File: config.mk
export PLATFORM = sky130hd
export DESIGN_NAME = usbt_trigger
export DESIGN_NICKNAME = d
export VERILOG_FILES = /design/src/rtl/usbt_pkg.sv /design/src/rtl/usbt_line.sv /design/src/rtl/usbt_fields.sv /design/src/rtl/usbt_match.sv /design/src/rtl/usbt_trigger.sv
export SDC_FILE = /design/constraint.sdc
export NUM_CORES = 1
export LEC_CHECK = 0
export BUFFER_PORTS_ARGS = -buffer_cell sky130_fd_sc_hd__buf_2
export CAP_MARGIN = 20
export CORE_AREA = 2 2 81 83
export CTS_BUF_LIST = sky130_fd_sc_hd__clkbuf_8
export CTS_CLUSTER_SIZE = 14
export DETAILED_ROUTE_END_ITERATION = 12
export DIE_AREA = 0 0 83 85
export PLACE_DENSITY = 0.77
export SYNTH_ARGS = -nofsm -noshare
export SYNTH_HDL_FRONTEND = slang
export SYNTH_HIERARCHICAL = 1
export SYNTH_SLANG_ARGS = --single-unit
File: constraint.sdc
create_clock -name clk -period 3.5 [get_ports clk]
set_clock_uncertainty 0.1 [all_clocks]
set_input_delay 0.175 -clock clk [delete_from_list [all_inputs] [get_ports clk]]
set_output_delay 0.175 -clock clk [all_outputs]
set_load 0.01 [all_outputs]
File: src/rtl/usbt_pkg.sv
package usbt_pkg;
    localparam int PID_W    = 8;
    localparam int FLD_W    = 11;
    localparam int ADDR_W   = 7;
    localparam int VAL_W    = 8;
    localparam int CRC_W    = 5;
    localparam int CNT_W    = 7;
    localparam int TOK_BITS = PID_W + FLD_W + CRC_W;
    localparam int DAT_BITS = PID_W + VAL_W;

    localparam logic [7:0]       SYNC_PAT = 8'h80;
    localparam logic [CRC_W-1:0] CRC_SEED = 5'h1f;
    localparam logic [CRC_W-1:0] CRC_POLY = 5'h05;
    localparam logic [CRC_W-1:0] CRC_GOOD = 5'h0c;

    localparam logic [3:0] PID_OUT   = 4'b0001;
    localparam logic [3:0] PID_IN    = 4'b1001;
    localparam logic [3:0] PID_SOF   = 4'b0101;
    localparam logic [3:0] PID_SETUP = 4'b1101;
    localparam logic [3:0] PID_DATA0 = 4'b0011;
    localparam logic [3:0] PID_DATA1 = 4'b1011;
    localparam logic [3:0] PID_ACK   = 4'b0010;
    localparam logic [3:0] PID_NAK   = 4'b1010;
    localparam logic [3:0] PID_STALL = 4'b1110;

    typedef enum logic [1:0] {
        CLS_TOKEN = 2'd0,
        CLS_DATA  = 2'd1,
        CLS_HAND  = 2'd2,
        CLS_ERROR = 2'd3
    } cls_e;

    typedef enum logic [3:0] {
        OP_ALWAYS  = 4'd0,
        OP_EQ      = 4'd1,
        OP_NE      = 4'd2,
        OP_LT      = 4'd3,
        OP_LE      = 4'd4,
        OP_GT      = 4'd5,
        OP_GE      = 4'd6,
        OP_INSIDE  = 4'd7,
        OP_OUTSIDE = 4'd8
    } op_e;

    function automatic logic rel_ok(input logic [3:0] op, input logic [VAL_W-1:0] v,
                                    input logic [VAL_W-1:0] lo, input logic [VAL_W-1:0] hi);
        logic r;
        case (op)
            OP_ALWAYS:  r = 1'b1;
            OP_EQ:      r = (v == lo);
            OP_NE:      r = (v != lo);
            OP_LT:      r = (v < lo);
            OP_LE:      r = (v <= lo);
            OP_GT:      r = (v > lo);
            OP_GE:      r = (v >= lo);
            OP_INSIDE:  r = (v >= lo) && (v <= hi);
            OP_OUTSIDE: r = (v < lo) || (v > hi);
            default:    r = 1'b0;
        endcase
        return r;
    endfunction

    function automatic logic [CRC_W-1:0] crc_step(input logic [CRC_W-1:0] c, input logic b);
        logic fb;
        fb = b ^ c[CRC_W-1];
        return {c[CRC_W-2:0], 1'b0} ^ (fb ? CRC_POLY : {CRC_W{1'b0}});
    endfunction
endpackage

File: src/rtl/usbt_line.sv
// NRZI decode, sync search and bit unstuffing; outputs act on the strobe cycle.
module usbt_line #(
    parameter int         RUN  = 6,
    parameter logic [7:0] SYNC = 8'h80
) (
    input  logic clk,
    input  logic rst_n,
    input  logic stb,
    input  logic line_k,
    input  logic se0,
    output logic sop,
    output logic eop,
    output logic dv,
    output logic db,
    output logic stuff_err
);
    localparam int OW = $clog2(RUN + 1);

    typedef struct packed {
        logic          hunt;
        logic          prev_k;
        logic [7:0]    sr;
        logic [OW-1:0] ones;
        logic          serr;
    } line_st_t;

    localparam line_st_t LINE_RST = '{hunt: 1'b1, prev_k: 1'b0, sr: 8'hff,
                                      ones: {OW{1'b0}}, serr: 1'b0};

    line_st_t st_q, st_d;
    logic       dec;
    logic [7:0] sr_n;

    always_comb begin
        st_d = st_q;
        sop  = 1'b0;
        eop  = 1'b0;
        dv   = 1'b0;
        db   = 1'b0;
        dec  = (line_k == st_q.prev_k);
        sr_n = {dec, st_q.sr[7:1]};
        if (stb) begin
            if (se0) begin
                eop         = !st_q.hunt;
                st_d.hunt   = 1'b1;
                st_d.prev_k = 1'b0;
                st_d.sr     = 8'hff;
                st_d.ones   = '0;
            end else begin
                st_d.prev_k = line_k;
                if (st_q.hunt) begin
                    st_d.sr = sr_n;
                    if (sr_n == SYNC) begin
                        sop       = 1'b1;
                        st_d.hunt = 1'b0;
                        st_d.sr   = 8'hff;
                        st_d.ones = OW'(1);   // the sync ends in a single one
                        st_d.serr = 1'b0;
                    end
                end else if (st_q.ones == OW'(RUN)) begin
                    st_d.ones = '0;
                    if (dec) st_d.serr = 1'b1;
                end else begin
                    dv        = 1'b1;
                    db        = dec;
                    st_d.ones = dec ? st_q.ones + 1'b1 : '0;
                end
            end
        end
    end

    always_ff @(posedge clk) begin
        if (!rst_n) st_q <= LINE_RST;
        else        st_q <= st_d;
    end

    assign stuff_err = st_q.serr;
endmodule

File: src/rtl/usbt_fields.sv
// Collects PID, field and running CRC5 of the open packet.
module usbt_fields
    import usbt_pkg::*;
(
    input  logic             clk,
    input  logic             rst_n,
    input  logic             sop,
    input  logic             dv,
    input  logic             db,
    output logic [CNT_W-1:0] nbits,
    output logic [PID_W-1:0] pid,
    output logic [FLD_W-1:0] fld,
    output logic [CRC_W-1:0] crc
);
    localparam int PI_W = $clog2(PID_W);
    localparam int FI_W = $clog2(FLD_W);

    typedef struct packed {
        logic [CNT_W-1:0] cnt;
        logic [PID_W-1:0] pid;
        logic [FLD_W-1:0] fld;
        logic [CRC_W-1:0] crc;
    } fld_st_t;

    localparam fld_st_t FLD_RST = '{cnt: '0, pid: '0, fld: '0, crc: CRC_SEED};

    fld_st_t          st_q, st_d;
    logic [CNT_W-1:0] off;

    always_comb begin
        st_d = st_q;
        off  = st_q.cnt - CNT_W'(PID_W);
        if (sop) begin
            st_d = FLD_RST;
        end else if (dv) begin
            if (st_q.cnt < CNT_W'(PID_W)) begin
                st_d.pid[st_q.cnt[PI_W-1:0]] = db;
            end else begin
                st_d.crc = crc_step(st_q.crc, db);
                if (off < CNT_W'(FLD_W)) st_d.fld[off[FI_W-1:0]] = db;
            end
            if (st_q.cnt != {CNT_W{1'b1}}) st_d.cnt = st_q.cnt + 1'b1;
        end
    end

    always_ff @(posedge clk) begin
        if (!rst_n) st_q <= FLD_RST;
        else        st_q <= st_d;
    end

    assign nbits = st_q.cnt;
    assign pid   = st_q.pid;
    assign fld   = st_q.fld;
    assign crc   = st_q.crc;
endmodule

File: src/rtl/usbt_match.sv
// Evaluates the configured trigger condition against a completed packet.
module usbt_match
    import usbt_pkg::*;
(
    input  logic [CNT_W-1:0] nbits,
    input  logic [PID_W-1:0] pid,
    input  logic [FLD_W-1:0] fld,
    input  logic [CRC_W-1:0] crc,
    input  logic             stuff_err,
    input  logic [1:0]       cfg_class,
    input  logic [2:0]       cfg_sub,
    input  logic [3:0]       cfg_op,
    input  logic [VAL_W-1:0] cfg_lo,
    input  logic [VAL_W-1:0] cfg_hi,
    input  logic [FLD_W-1:0] cfg_frame,
    input  logic [FLD_W-1:0] cfg_frame_care,
    output logic             hit
);
    logic       pid_ok, is_tok, is_dat, is_hs, crc_ok;
    logic       pid_err, crc_err;
    logic       sub_ok, fld_ok;
    logic [3:0] nib;
    logic [VAL_W-1:0] addr_v;

    always_comb begin
        nib     = pid[3:0];
        pid_ok  = (nbits >= CNT_W'(PID_W)) && (pid[PID_W-1:4] == ~pid[3:0]);
        is_tok  = (nib == PID_OUT) || (nib == PID_IN) || (nib == PID_SOF) || (nib == PID_SETUP);
        is_dat  = (nib == PID_DATA0) || (nib == PID_DATA1);
        is_hs   = (nib == PID_ACK) || (nib == PID_NAK) || (nib == PID_STALL);
        crc_ok  = (nbits == CNT_W'(TOK_BITS)) && (crc == CRC_GOOD);
        pid_err = !pid_ok;
        crc_err = pid_ok && is_tok && !crc_ok;
        addr_v  = VAL_W'(fld[ADDR_W-1:0]);
        sub_ok  = 1'b0;
        fld_ok  = 1'b0;
        hit     = 1'b0;
        case (cls_e'(cfg_class))
            CLS_TOKEN: begin
                case (cfg_sub)
                    3'd0:    sub_ok = 1'b1;
                    3'd1:    sub_ok = (nib == PID_SOF);
                    3'd2:    sub_ok = (nib == PID_OUT);
                    3'd3:    sub_ok = (nib == PID_IN);
                    3'd4:    sub_ok = (nib == PID_SETUP);
                    default: sub_ok = 1'b0;
                endcase
                if (nib == PID_SOF) fld_ok = ((fld ^ cfg_frame) & cfg_frame_care) == '0;
                else                fld_ok = rel_ok(cfg_op, addr_v, cfg_lo, cfg_hi);
                hit = pid_ok && is_tok && crc_ok && !stuff_err && sub_ok && fld_ok;
            end
            CLS_DATA: begin
                case (cfg_sub)
                    3'd0:    sub_ok = 1'b1;
                    3'd1:    sub_ok = (nib == PID_DATA0);
                    3'd2:    sub_ok = (nib == PID_DATA1);
                    default: sub_ok = 1'b0;
                endcase
                fld_ok = rel_ok(cfg_op, fld[VAL_W-1:0], cfg_lo, cfg_hi);
                hit = pid_ok && is_dat && !stuff_err && (nbits >= CNT_W'(DAT_BITS))
                      && sub_ok && fld_ok;
            end
            CLS_HAND: begin
                case (cfg_sub)
                    3'd0:    sub_ok = 1'b1;
                    3'd1:    sub_ok = (nib == PID_ACK);
                    3'd2:    sub_ok = (nib == PID_NAK);
                    3'd3:    sub_ok = (nib == PID_STALL);
                    default: sub_ok = 1'b0;
                endcase
                hit = pid_ok && is_hs && !stuff_err && sub_ok;
            end
            default: begin
                case (cfg_sub)
                    3'd0:    hit = pid_err || crc_err || stuff_err;
                    3'd1:    hit = pid_err;
                    3'd2:    hit = crc_err;
                    3'd3:    hit = stuff_err;
                    default: hit = 1'b0;
                endcase
            end
        endcase
    end
endmodule

File: src/rtl/usbt_trigger.sv
module usbt_trigger
    import usbt_pkg::*;
#(
    parameter int STUFF_RUN = 6
) (
    input  logic              clk,
    input  logic              rst_n,
    input  logic              bit_vld,
    input  logic              line_k,
    input  logic              line_se0,
    input  logic [1:0]        cfg_class,
    input  logic [2:0]        cfg_sub,
    input  logic [3:0]        cfg_op,
    input  logic [VAL_W-1:0]  cfg_lo,
    input  logic [VAL_W-1:0]  cfg_hi,
    input  logic [FLD_W-1:0]  cfg_frame,
    input  logic [FLD_W-1:0]  cfg_frame_care,
    output logic              trig
);
    typedef struct packed {
        logic trig;
    } top_st_t;

    logic             sop_w, eop_w, dv_w, db_w, serr_w, hit_w;
    logic [CNT_W-1:0] nbits_w;
    logic [PID_W-1:0] pid_w;
    logic [FLD_W-1:0] fld_w;
    logic [CRC_W-1:0] crc_w;
    top_st_t          st_q, st_d;

    usbt_line #(.RUN(STUFF_RUN), .SYNC(SYNC_PAT)) u_line (
        .clk(clk), .rst_n(rst_n), .stb(bit_vld), .line_k(line_k), .se0(line_se0),
        .sop(sop_w), .eop(eop_w), .dv(dv_w), .db(db_w), .stuff_err(serr_w)
    );

    usbt_fields u_fields (
        .clk(clk), .rst_n(rst_n), .sop(sop_w), .dv(dv_w), .db(db_w),
        .nbits(nbits_w), .pid(pid_w), .fld(fld_w), .crc(crc_w)
    );

    usbt_match u_match (
        .nbits(nbits_w), .pid(pid_w), .fld(fld_w), .crc(crc_w), .stuff_err(serr_w),
        .cfg_class(cfg_class), .cfg_sub(cfg_sub), .cfg_op(cfg_op),
        .cfg_lo(cfg_lo), .cfg_hi(cfg_hi),
        .cfg_frame(cfg_frame), .cfg_frame_care(cfg_frame_care), .hit(hit_w)
    );

    always_comb begin
        st_d      = st_q;
        st_d.trig = eop_w && hit_w;
    end

    always_ff @(posedge clk) begin
        if (!rst_n) st_q <= '0;
        else        st_q <= st_d;
    end

    assign trig = st_q.trig;
endmodule

; Word-level counts from Yosys, hierarchy flattened
; Cells that the tools add are included.
[totals]
regBits = 46
word_cells = 171
out_inout_bits = 1
input_bits = 52
[op_classes]
eq_ne = 36
bitwise = 8
magnitude_cmp = 20
reduce_logical = 50
add_sub_neg = 3
muxes = 44
[ops]
columns = cell, n
row1 = $mux 1, 26
row2 = $eq 4x4->1 const B, 6
row3 = $logic_and 1x1->1, 21
row4 = $eq 4x3->1 const B, 5
row5 = $pmux 1 s9, 2
row6 = $eq 4x2->1 const B, 4
row7 = $gt 7x8->1, 2
row8 = $gt 8x8->1, 2
row9 = $le 7x8->1, 2
row10 = $le 8x8->1, 2
row11 = $lt 7x4->1 const B, 2
row12 = $mux 13, 1
row13 = $mux 12, 1
row14 = $and 11x11->11, 1
row15 = $bwmux 11, 1
row16 = $logic_not 11->1, 1
row17 = $xor 11x11->11, 1
row18 = $logic_or 1x1->1, 10
row19 = $reduce_and 2->1, 5
row20 = $mux 3, 3
row21 = $bwmux 8, 1
row22 = $eq 4x1->1 const B, 2
row23 = $eq 7x8->1, 1
row24 = $eq 8x8->1, 1
row25 = 47 further kinds, 58

; Logic depth before layout (Yosys ltp)
; Gate-level depths: netlist of the first run.
[depth]
word_depth = 11
depth_mapped = 10
ltp_nobuf = 10

; Cells and area by module
; Netlist of the first run, hierarchy kept.
[by_module_without_submodules]
columns = module, cells_each, instances, area_each_um2, seq_area_each_um2
row1 = usbt_fields, 168, 1, 1530.2, 620.6
row2 = usbt_match, 165, 1, 1129.8, 0.0
row3 = usbt_line, 72, 1, 635.6, 260.2
row4 = usbt_trigger, 2, 1, 26.3, 20.0

; Worst setup path after synthesis of the first run
; OpenSTA, ideal clock, no wires.
[synth_timing]
kind = register to register
start = reg u_fields.st_q (netlist bit u_fields/fld[5])
end = reg st_q (netlist: trig)
required_time_ps = 3284
n_path_buf = 0
setup_time_ps = 116
period_less_slack_ps = 2148
slack_ps = 1352
stages_incl_launch_ff = 10
t_arrival_ps = 1933
cell_sequence = dfxtp_1 ha_1 a21o_1 a21o_1 and2_1 o211ai_1 a21oi_1 o41ai_1 o211ai_1 and3_1
[synth_via]
elab_chain_cells = 8
elab_cells_between_ends = 32
classes_between = order compare: 12 / eq/ne: 4 / mux: 6 / bitwise: 2 / reduce/logical: 8
[synth_rtl]
columns = item, line_no
row1 = "start, declared", usbt_fields.sv:27  ; fld_st_t st_q, st_d;
row2 = "start signal, assigned", usbt_fields.sv:48  ; else st_q <= st_d;
row3 = $lt 7x8->1 (tied with other cells), "usbt_pkg.sv:52, usbt_pkg.sv:57"
row4 = $logic_or 1x1->1 (tied with other cells), usbt_pkg.sv:57  ; OP_OUTSIDE: r = (v < lo) || (v > hi);
row5 = $pmux 1 s9 / $logic_not 11->1 (equally long branches), "usbt_pkg.sv:48, usbt_match.sv:48"
row6 = $mux 1, usbt_match.sv:48  ; if (nib == PID_SOF) fld_ok = ((fld ^ cfg_frame) & cfg_frame_care) == '0;
row7 = $mux 1, usbt_match.sv:38  ; case (cls_e'(cfg_class))
row8 = $logic_and 1x1->1, usbt_match.sv:50  ; hit = pid_ok && is_tok && crc_ok && !stuff_err && sub_ok && fld_ok;
row9 = $pmux 1 s3 (*), usbt_match.sv:38
row10 = net hit_w, usbt_trigger.sv:24  ; logic sop_w, eop_w, dv_w, db_w, serr_w, hit_w;
row11 = $logic_and 1x1->1 (*), usbt_trigger.sv:50  ; st_d.trig = eop_w && hit_w;
row12 = "end signal, assigned", usbt_trigger.sv:55  ; else st_q <= st_d;
row13 = "end, declared", usbt_trigger.sv:29  ; top_st_t st_q, st_d;
; Mark *: on every way through the listed nets, which the timed path passes. The rest lies on a longest branch. The select of a mux whose other input is x is not followed.
; A chain may end at the register's enable or synchronous reset.

; Worst setup path after layout of the first run
; Ends and elaborated chain as after synthesis.

==> summary.txt, run 1 <==
Die
  • Initial Utilization: between 50 and 60%
  • IO Pins: 53
  • Die area: 7060 um^2
  • Core area: 6200 um^2
  • Rows: 29
  • Die Y: 85 um
  • Die Width: 83 um

Placed design
  • HPWL after DPL: a little under 6000 um
  • # port buffers: 52
  • Placed cell area: roughly 3600 um^2
  • Routability Congestion: 0.844
  • Post-Place Cells: 524

Clock network
  • CTS tree: yes
  • CTS root buf: clkbuf_8
  • Total CTS buffers: 5
  • Worst-skew pair later-pin latency: 0.30 ns
  • Clock transition at path regs: 0.09 ns
  • H-tree depth: 2
  • # hold bufs at CTS: 0
  • Post-CTS sizing: 0
  • Max Buffers Root-to-Sink: 2
  • Clock sinks: 45
  • # Post-CTS Setup Buffers: 0

Synthesis
  • Seq/Total Area, Yosys: between 20% and 30%
  • Post-Synthesis Cells: 407
  • Flop and latch count out of synthesis: 45
  • Post-synthesis xor/xnor area fraction: 6.03%
  • Number of flops mapped to enable cells by yosys: 0
  • Post-synthesis cell type count: 67
  • Mux cell area share after synthesis: about 6.4%
  • Post-Synth Simple-Gate Area: 28.4%
  • Synthesized-area fraction occupied by adder cells: 9.42%
  • Asr flop ratio synth: 0%
  • Cell Area, Synth: 3320 um^2
  • Post-synthesis compound-gate area fraction: 17.1%
  • Avg Cell Area, Syn: between 8 and 9 um^2
  • Main combinational cell family by area after synthesis: simple AND/OR/NAND/NOR gates
  • Ys Warns: 6
  • Synth Net Count: 484
  • Ys flop type: dfxtp_1

Finish
  • Fillers: 565
  • Final Util: around three fifths
  • Commonest non-fill, non-tap cell in the layout: buf_2
  • Diode count: 0
  • Final-stage net count: 531
  • Footprint of the multi-input gates: 2240 um^2
  • Layout Cells excl Fill: 532
  • Register area: 901 um^2
  • Finished Cell Area: 3710 um^2
  • Share of cells above drive strength 1: 16.9%
  • Area growth, synth to finish: 11.6%
  • Highest-count cells in the layout ignoring fill and taps: buf_2 (52), dfxtp_1 (45), nand2_1 (41), inv_1 (29), nor2_1 (27)

STA
  • Achievable Freq: around 420 MHz
  • Final Max Tran Viols: 0
  • # setup viols final: 0
  • RSZ-0062 raised after global routing: false
  • Actual transition at the worst max-transition pin: 0.614 ns
  • Fin. Hold Viols: 0
  • Setup TNS: 0 ns
  • Slew HR: about three fifths
  • Fin crit share: 67.5%
  • Min Tclk post-route: 2.36 ns

Setup path
  • Crit Path Category: register to register
  • Worst path arrival time: 2.47 ns
  • CP Launch Type: register
  • Critical Path RT: 3.61 ns
  • Max FO, Critical Path: 4
  • FF-to-FF path depth: 9
  • Critical Path Sink Type: register

Drt
  • Iteration-0 DRC Markers: 135
  • Detailed-route via count: just over 3k
  • Final wirelength: between 7000 and 8000 um
  • Residual DRC count: 0
  • WL/cell: 14.1 um
  • Detail Route Antenna Nets: 0
  • DR vias/cell: 5.84
  • Initial DRT Pass Iterations: 4

Power and ir drop
  • Final Total Pwr: 0.968 mW
  • VDD IR max: 0.294 mV
  • Pwr/cell area: about 260 nW/um^2
  • Leakage power total: ~1.7 nW

Global routing
  • Largest net degree at the start of global routing: 18
  • First-pass GRT wire length: 13000 um
  • Grt total ovfl: 0
  • Number of global-route vias before repair: around 3k
  • Initial antenna violation count: 0
  • GRT Util Overall: 21.9%

Hold path
  • Hold Path Cell Cnt: 2
  • Type of the most critical hold path: primary input to register

Run
  • Max cap viols: 0

Outcome
  • Status: complete, no violations
[per-stage QoR]
stage	setup slack (ns)	hold slack [ns]
2_1_floorplan	1.35	0.221
3_3_place_gp	1.17	0.369
3_5_place_dp	1.13	0.368
4_1_cts	1.12	0.0763
5_1_grt	0.918	0.0875
6_report	1.14	0.0828
[path summary, 6_finish.rpt]
| check | end | slack [ns] | start |
|---|---|---|---|
| worst min register to register | u_fields/fld[10] | 0.38 | u_fields/fld[10] |
| worst max register to register | trig | 1.14 | u_fields/fld[5] |
| worst min-delay path | u_line/sr_n[6] | 0.08 | rst_n |
| worst max-delay path | trig | 1.14 | u_fields/fld[5] |
[worst max-delay path: stages, from the launching register on]
cell	delay, ns
dfxtp_1	0.36
ha_1	0.34
nand3_1	0.14
nor3_1	0.37
mux2i_1	0.13
o211ai_1	0.10
a21oi_1	0.08
o41ai_1	0.36
o211ai_1	0.13
and3_1	0.16
[synth_stat cells (3+ instances only)]
cell | count | share of area, %
or3_1 | 3 | 0.57
dfxtp_1 | 45 | 27
nand4_1 | 16 | 3.0
and2_1 | 6 | 1.1
nor2b_1 | 6 | 1.1
clkbuf_1 | 6 | 0.68
nand2_1 | 41 | 4.6
and4_1 | 3 | 0.79
nor3_1 | 9 | 1.4
o21ai_0 | 12 | 1.8
o21ai_1 | 3 | 0.45
o22ai_1 | 9 | 1.7
mux2i_1 | 20 | 6.0
nand3b_1 | 3 | 0.68
nor2_1 | 27 | 3.1
inv_1 | 29 | 3.3
xor2_1 | 14 | 3.7
and3_1 | 3 | 0.57
nor4_1 | 5 | 0.94
o211ai_1 | 6 | 1.4
nand3_1 | 19 | 2.9
ha_1 | 25 | 9.4
a21o_1 | 4 | 0.90
nand2b_1 | 5 | 0.94
a31oi_1 | 5 | 0.94
a21oi_1 | 17 | 2.6
xnor2_1 | 7 | 1.8
a22oi_1 | 6 | 1.4
buf_2 | 4 | 0.60
[power by group]
part	internal, mW	switching [mW]
Clock	0.160	0.180
Sequential	0.513	0.00129
Combinational	0.0511	0.0627
[flip-flops by register name, indices dropped and copies added, names as in the netlist]
name	count
u_fields/nbits	7
u_fields/fld	11
u_line/st_q	5
u_fields/crc	5
u_fields/pid	8
u_line/stuff_err	1
u_line/sr_n	7
trig	1
[cells by family (layout without fill, tap and decap cells)]
logic type / after synthesis / in the layout
flip-flops: 45 / 45
XOR/XNOR: 22 / 22
AND/OR/NAND/NOR: 167 / 167
AO/OA/AOI/OAI: 85 / 85
multiplexers: 21 / 21
buffers and inverters: 42 / 90
adder cells (fa/ha/maj): 25 / 25
[area by class of cell]
class / count / share of cell area (%)
inverter: 29 / 2.94
clock inverter: 2 / 0.371
timing repair buffer: 53 / 7.22
tap: 77 / 2.60
sequential: 45 / 24.3
multi-input combinational: 320 / 60.3
clock buffer: 6 / 2.23
[metal layers]
| metal | part of all wire, % | global-route usage, % | vias up |
|---|---|---|---|
| met5 | 0 | 0 | - |
| met4 | 1.7 | 7.90 | 0 |
| met3 | 3.6 | 3.60 | 10 |
| met2 | 51 | 39.7 | 67 |
| met1 | 44 | 26.2 | 1444 |
| li1 | - | - | 1585 |
(Power assumes the default switching activity.)
==> inputs of run 2 (changes only) <==
clock period = 2.4 ns   (was 3.5 ns; I/O delays follow)
==> run 2 against run 1 <==
  * Sequential power rose by 45%
  * Power up 46%
  * Global-route usage rose by 0.47 points
  * Clock power grew 43%
  * Worst setup slack lost 1.1 ns
  * Count of clock-buffer cells in the layout unchanged
  * Register-to-register slack got worse by 1.1 ns
  * Largest power group unchanged
  * Highest routed layer unchanged
==> summary.txt, run 2 (synthesized netlist as in run 1, its figures left out) <==
STA
  • Final Max Tran Viols: 0 (unchanged)
  • Actual transition at the worst max-transition pin: 0.455 ns (-0.159 ns)
  • Min Tclk post-route: 2.36 ns (-0.00667 ns)
  • Slew HR: 69.6% (+11 points)
  • Fin crit share: 98.2% (+31 points)
  • RSZ-0062 raised after global routing: true
  • Achievable Freq: 424 MHz (+0.28%)
  • Fin. Hold Viols: 0 (unchanged)
  • # setup viols final: 0 (unchanged)

Die
  • Core area: 6200 um^2 (unchanged)
  • Die Y: 85 um (unchanged)
  • Rows: 29 (unchanged)
  • IO Pins: 53 (unchanged)
  • Die area: 7060 um^2 (unchanged)
  • Die Width: 83 um (unchanged)
  • Initial Utilization: 53.5% (unchanged)

Hold path
  • Hold Path End: u_line/sr_n[0]
  • Hold Path Cell Cnt: 2 (unchanged)
  • Type of the most critical hold path: primary input to register
  • Worst Min Path Start: rst_n

Placed design
  • HPWL after DPL: 6090 um (+5.2%)
  • Routability Congestion: 0.870 (+3.2%)
  • Placed cell area: 3680 um^2 (+2.1%)
  • # port buffers: 52 (unchanged)

Power and ir drop
  • VDD IR max: 0.356 mV (+21%)
  • Final Total Pwr: 1.41 mW (+46%)
  • Leakage power total: 1.77 nW (+5.5%)
  • Pwr/cell area: 359 nW/um^2 (+37%)

Drt
  • Final wirelength: 8100 um (+7.6%)
  • Detailed-route via count: 3220 (+3.7%)
  • Initial DRT Pass Iterations: 4 (unchanged)
  • DR vias/cell: 5.90 (+1.0%)
  • WL/cell: 14.8 um (+4.8%)
  • Residual DRC count: 0 (unchanged)
  • Iteration-0 DRC Markers: 153 (+13%)
  • Detail Route Antenna Nets: 0 (unchanged)

Setup path
  • Reg-to-reg endpoint: trig
  • Crit path cell chain: ha_1 > a21oi_1 > a211o_1 > nand3_2 > o2111ai_2 > o211ai_1 > a221oi_2 > o211ai_1 > and3_1
  • CP Launch Type: register
  • Worst path arrival time: 2.45 ns (-0.02 ns)
  • Crit Path Category: register to register
  • Flop2flop setup slack: 0.04 ns (-1.09 ns)
  • Most used cell, CP: o211ai_1
  • Max FO, Critical Path: 4 (unchanged)
  • CP peak stage delay: 0.37 ns (about the same)
  • Critical R2R Launch: u_fields/fld[2]
  • Critical Path Sink Type: register
  • FF-to-FF path depth: 9 (unchanged)
  • Slowest stage cell on the critical path: dfxtp_4
  • Critical Path RT: 2.49 ns (-1.12 ns)

Clock network
  • Max Buffers Root-to-Sink: 2 (unchanged)
  • CTS tree: yes
  • Clock transition at path regs: 0.09 ns (about the same)
  • CTS root buf: clkbuf_8
  • H-tree depth: 2 (unchanged)
  • Clock sinks: 45 (unchanged)
  • # hold bufs at CTS: 0 (unchanged)
  • Worst-skew pair later-pin latency: 0.29 ns (about the same)
  • Total CTS buffers: 5 (unchanged)

Global routing
  • Grt total ovfl: 0 (unchanged)
  • GRT Util Overall: 22.4% (+0.47 points)
  • Number of global-route vias before repair: 3053 (+1.9%)
  • Initial antenna violation count: 0 (unchanged)
  • Largest net degree at the start of global routing: 18 (unchanged)
  • First-pass GRT wire length: 13300 um (+2.6%)

Finish
  • Commonest non-fill, non-tap cell in the layout: buf_2
  • Share of cells above drive strength 1: 23.2% (+6.3 points)
  • Largest register FFs: 11 (unchanged)
  • Finished Cell Area: 3930 um^2 (+6.0%)
  • Final-stage net count: 545 (+2.6%)
  • Area growth, synth to finish: 18.2%
  • Highest-count cells in the layout ignoring fill and taps: buf_2 (52), nand2_1 (41), dfxtp_1 (38), inv_1 (28), nor2_1 (27)
  • Diode count: 0 (unchanged)

Run
  • Max cap viols: 0 (unchanged)

Outcome
  • Status: complete, no violations
-- run 2: changes by cell type in the layout (fill, tap and decap cells not counted), sizes merged --
cell / before / now
buf: 53 / 67
-- run 2: repair_timing --
action,in CTS,in global routing
resized for setup,1,22
endpoints found under the hold margin,0,0
endpoints found under the setup margin,1,1
setup buffers,0,4
pin swaps,0,7
-- run 2: layer usage --
layer  track usage [%]  part of all wire, %
met1              26.2                   43
met2              40.5                   51
met3              3.89                  3.8
met4              9.24                  3.0
met5                 0                    0
-- run 2: worst max path at each step --
stage | slack, ns | to | startpoint
after global routing | -0.06 | trig | u_fields/fld[2]
after CTS | 0.02 | trig | u_fields/fld[5]
final | 0.04 | trig | u_fields/fld[2]
after detailed placement | 0.02 | trig | u_fields/fld[2]
after floorplan | 0.25 | trig | u_fields/fld[5]
after global placement | 0.14 | trig | u_fields/fld[5]
-- run 2: layout make-up --
class / count / area (um^2)
fill: 527 / 2280
tap: 77 / 96.3
clock buffer: 6 / 82.6
clock inverter: 2 / 13.8
timing repair buffer: 67 / 373
sequential: 45 / 920
multi-input combinational: 320 / 2330
inverter: 29 / 109
-- run 2: worst max-delay path: cells and delay by family (launching register included) --
family                     cells  cell delay [ns]
DFF                            1             0.37
adders and majority gates      1             0.32
AOI/OAI and AO/OA              6             1.11
and+or+nand+nor                2             0.36
-- run 2: stage by stage --
| step | setup TNS, ns | utilization [%] | cells | worst slack (ns) | hold WS (ns) |
|---|---|---|---|---|---|
| floorplan | 0 | - | 407 | 0.252 | 0.166 |
| CTS | 0 | 61.0 | 542 | 0.0172 | 0.0342 |
| finish | 0 | 63.3 | 546 | 0.0431 | 0.0440 |
| global placement | 0 | 59.4 | 534 | 0.141 | 0.347 |
| global route | -0.0556 | 63.3 | 546 | -0.0556 | 0.0562 |
| detailed placement | 0 | 59.4 | 534 | 0.0161 | 0.345 |
-- run 2: where the power goes --
| part | leakage (nW) | total (mW) | internal (mW) | switching, mW |
|---|---|---|---|---|
| clock network | 0.0512 | 0.486 | 0.233 | 0.252 |
| registers | 0.368 | 0.745 | 0.743 | 0.00194 |
| logic | 1.35 | 0.180 | 0.0792 | 0.101 |
==> inputs of run 3 (changes only) <==
CELL_PAD_IN_SITES_DETAIL_PLACEMENT = 0   (was unset)
CELL_PAD_IN_SITES_GLOBAL_PLACEMENT = 1   (was unset)
CORE_AREA = 2 2 90 92   (was 2 2 81 83)
DIE_AREA = 0 0 92 94   (was 0 0 83 85)
PLACE_DENSITY = unset   (was 0.77)
PLACE_DENSITY_LB_ADDON = 0.1   (was unset)
==> run 3 against run 2 <==
  * Final area shrank 1.0%
  * Largest power group unchanged
  * Highest routed layer unchanged
  * First-iteration DRC count shrank 29%
  * Global-route usage shrank 2.2 points
  * Worst hold slack lost 0.0018 ns
  * Combinational power shrank 4%
  * Worst setup slack gained 0.028 ns
  * Cell count grew 4.6%
  * Fmax grew 1.2%
==> summary.txt, run 3 (synthesized netlist as in run 1, its figures left out) <==
Clock network
  • H-tree depth: 2 (unchanged)
  • Max Buffers Root-to-Sink: 2 (unchanged)
  • Worst-skew pair later-pin latency: 0.30 ns (about the same)
  • Total CTS buffers: 5 (unchanged)
  • Clock transition at path regs: 0.09 ns (about the same)
  • CTS root buf: clkbuf_8
  • Clock sinks: 45 (unchanged)
  • # hold bufs at CTS: 0 (unchanged)
  • CTS tree: yes

Finish
  • Area growth, synth to finish: 17.0%
  • Final-stage net count: 546 (+0.18%)
  • Layout Cells excl Fill: 571 (+4.6%)
  • Commonest non-fill, non-tap cell in the layout: buf_2
  • Final Util: 51.1% (-12 points)
  • Share of cells above drive strength 1: 21.1% (-2.1 points)
  • Finished Cell Area: 3890 um^2 (-1.0%)
  • Diode count: 0 (unchanged)
  • Largest register FFs: 11 (unchanged)
  • Highest-count cells in the layout ignoring fill and taps: buf_2 (52), dfxtp_1 (42), nand2_1 (41), inv_1 (29), nor2_1 (26)

Drt
  • DR vias/cell: 5.46 (-7.4%)
  • Final wirelength: 8240 um (+1.8%)
  • Iteration-0 DRC Markers: 108 (-29%)
  • Residual DRC count: 0 (unchanged)
  • Detailed-route via count: 3119 (-3.1%)
  • Initial DRT Pass Iterations: 5 (+1)
  • Detail Route Antenna Nets: 0 (unchanged)
  • WL/cell: 14.4 um (-2.6%)

STA
  • # setup viols final: 0 (unchanged)
  • Achievable Freq: 429 MHz (+1.2%)
  • Actual transition at the worst max-transition pin: 0.461 ns (+0.00569 ns)
  • Fin crit share: 97.1% (-1.2 points)
  • Fin. Hold Viols: 0 (unchanged)
  • Final Max Tran Viols: 0 (unchanged)
  • Setup TNS: 0 ns (unchanged)
  • Min Tclk post-route: 2.33 ns (-0.0277 ns)
  • RSZ-0062 raised after global routing: false
  • Slew HR: 69.2% (-0.38 points)

Placed design
  • HPWL after DPL: 6500 um (+6.9%)
  • Routability Congestion: 0.898 (+3.2%)
  • # port buffers: 52 (unchanged)
  • Post-Place Cells: 564 (+5.6%)
  • Placed cell area: 3750 um^2 (+1.9%)

Power and ir drop
  • Leakage power total: 1.78 nW (+0.48%)
  • VDD IR max: 0.304 mV (-15%)
  • Combinational share of power: 11.7% (-1.0 points)
  • Clk pwr share: 37.5% (+3.1 points)
  • Flop pwr share: 50.8% (-2.0 points)
  • Pwr/cell area: 380 nW/um^2 (+5.7%)
  • Final Total Pwr: 1.48 mW (+4.7%)
  • Sw Ratio: 23.6% (-1.5 points)
  • NetSw: 0.348 mW (-1.7%)
  • Internal power: 1.13 mW (+6.8%)

Global routing
  • Grt total ovfl: 0 (unchanged)
  • Number of global-route vias before repair: 3136 (+2.7%)
  • First-pass GRT wire length: 14200 um (+6.6%)
  • GRT Util Overall: 20.2% (-2.2 points)
  • Largest net degree at the start of global routing: 18 (unchanged)
  • Initial antenna violation count: 0 (unchanged)

Setup path
  • Max FO, Critical Path: 5 (+1)
  • Critical Path Sink Type: register
  • Crit path cell chain: nor4_1 > nand4_1 > nor4_1 > buf_4 > nor4_1 > o31a_1 > o21ai_1 > o211ai_1 > and3_1
  • Most used cell, CP: nor4_1
  • Worst path arrival time: 2.43 ns (-0.02 ns)
  • CP peak stage delay: 0.41 ns (+0.04 ns)
  • Critical Path RT: 2.50 ns (about the same)
  • Crit Path Category: register to register
  • Flop2flop setup slack: 0.07 ns (+0.03 ns)
  • CP Launch Type: register
  • WP buf/inv: 1 (+1)
  • Delay-heaviest family, CP: simple AND/OR/NAND/NOR gates
  • Slowest stage cell on the critical path: nor4_1

Run
  • Max cap viols: 0 (unchanged)

Hold path
  • Type of the most critical hold path: primary input to register

Die
  • Core area: 7610 um^2 (+23%)
  • Rows: 32 (+10%)
  • IO Pins: 53 (unchanged)
  • Die Width: 92 um (+11%)
  • Die Y: 94 um (+11%)
  • Initial Utilization: 43.7% (-9.9 points)
  • Die area: 8650 um^2 (+23%)

Outcome
  • Status: complete, no violations
-- run 3: cell types whose count changed in the layout (fill, tap and decap cells not counted), sizes merged --
cell / previous run / this run
buf: 67 / 68
bufinv: 0 / 1
clkinv: 2 / 1
clkbuf: 6 / 5
-- run 3: layout make-up --
| cell class | count | area [um^2] |
|---|---|---|
| flip-flops and latches | 45 | 905 |
| fillers | 786 | 3720 |
| clock inverters | 2 | 35.0 |
| inverters | 29 | 109 |
| clock buffers | 5 | 68.8 |
| well taps | 102 | 128 |
| multi-input cells | 320 | 2260 |
| repair buffers | 68 | 380 |
-- run 3: path summary, 6_finish.rpt --
check,from,to,cells after the start
worst max register to register,u_fields/nbits[5],trig,9
worst max-delay path,u_fields/nbits[5],trig,9
worst min register to register,u_fields/fld[9],u_fields/fld[9],2
worst min-delay path,line_se0,u_line/st_q[13],3
-- run 3: stage by stage --
step                      setup WS, ns  hold WS, ns
final                           0.0708       0.0422
after global routing            0.0138       0.0580
after CTS                       0.0873       0.0269
after detailed placement        0.0988        0.347
after global placement           0.138        0.336
after floorplan                  0.252        0.166
-- run 3: per-layer routing --
metal / up-vias / global-route usage (%) / wire, um
met5: - / 0 / 0
met4: 0 / 9.08 / 282
met3: 24 / 3.21 / 314
met2: 72 / 35.3 / 3860
met1: 1408 / 24.4 / 3790
li1: 1615 / - / -
-- run 3: power groups by stage --
stage,combinational [mW],sequential [mW],clock (mW)
2_1_floorplan,0.0911,0.767,0
3_3_place_gp,0.170,0.767,0
3_5_place_dp,0.171,0.767,0
4_1_cts,0.171,0.750,0.577
5_1_grt,0.194,0.750,0.603
6_report,0.173,0.749,0.553
-- run 3: worst min-delay path: stages --
cell and delay (ns):
buf_2 0.14, nand2_1 0.08, nand3_1 0.07
-- run 3: timing repair --
action                                  CTS  global route
buffers inserted                          0             0
endpoints found under the setup margin    0             1
gates resized for setup                   0             8
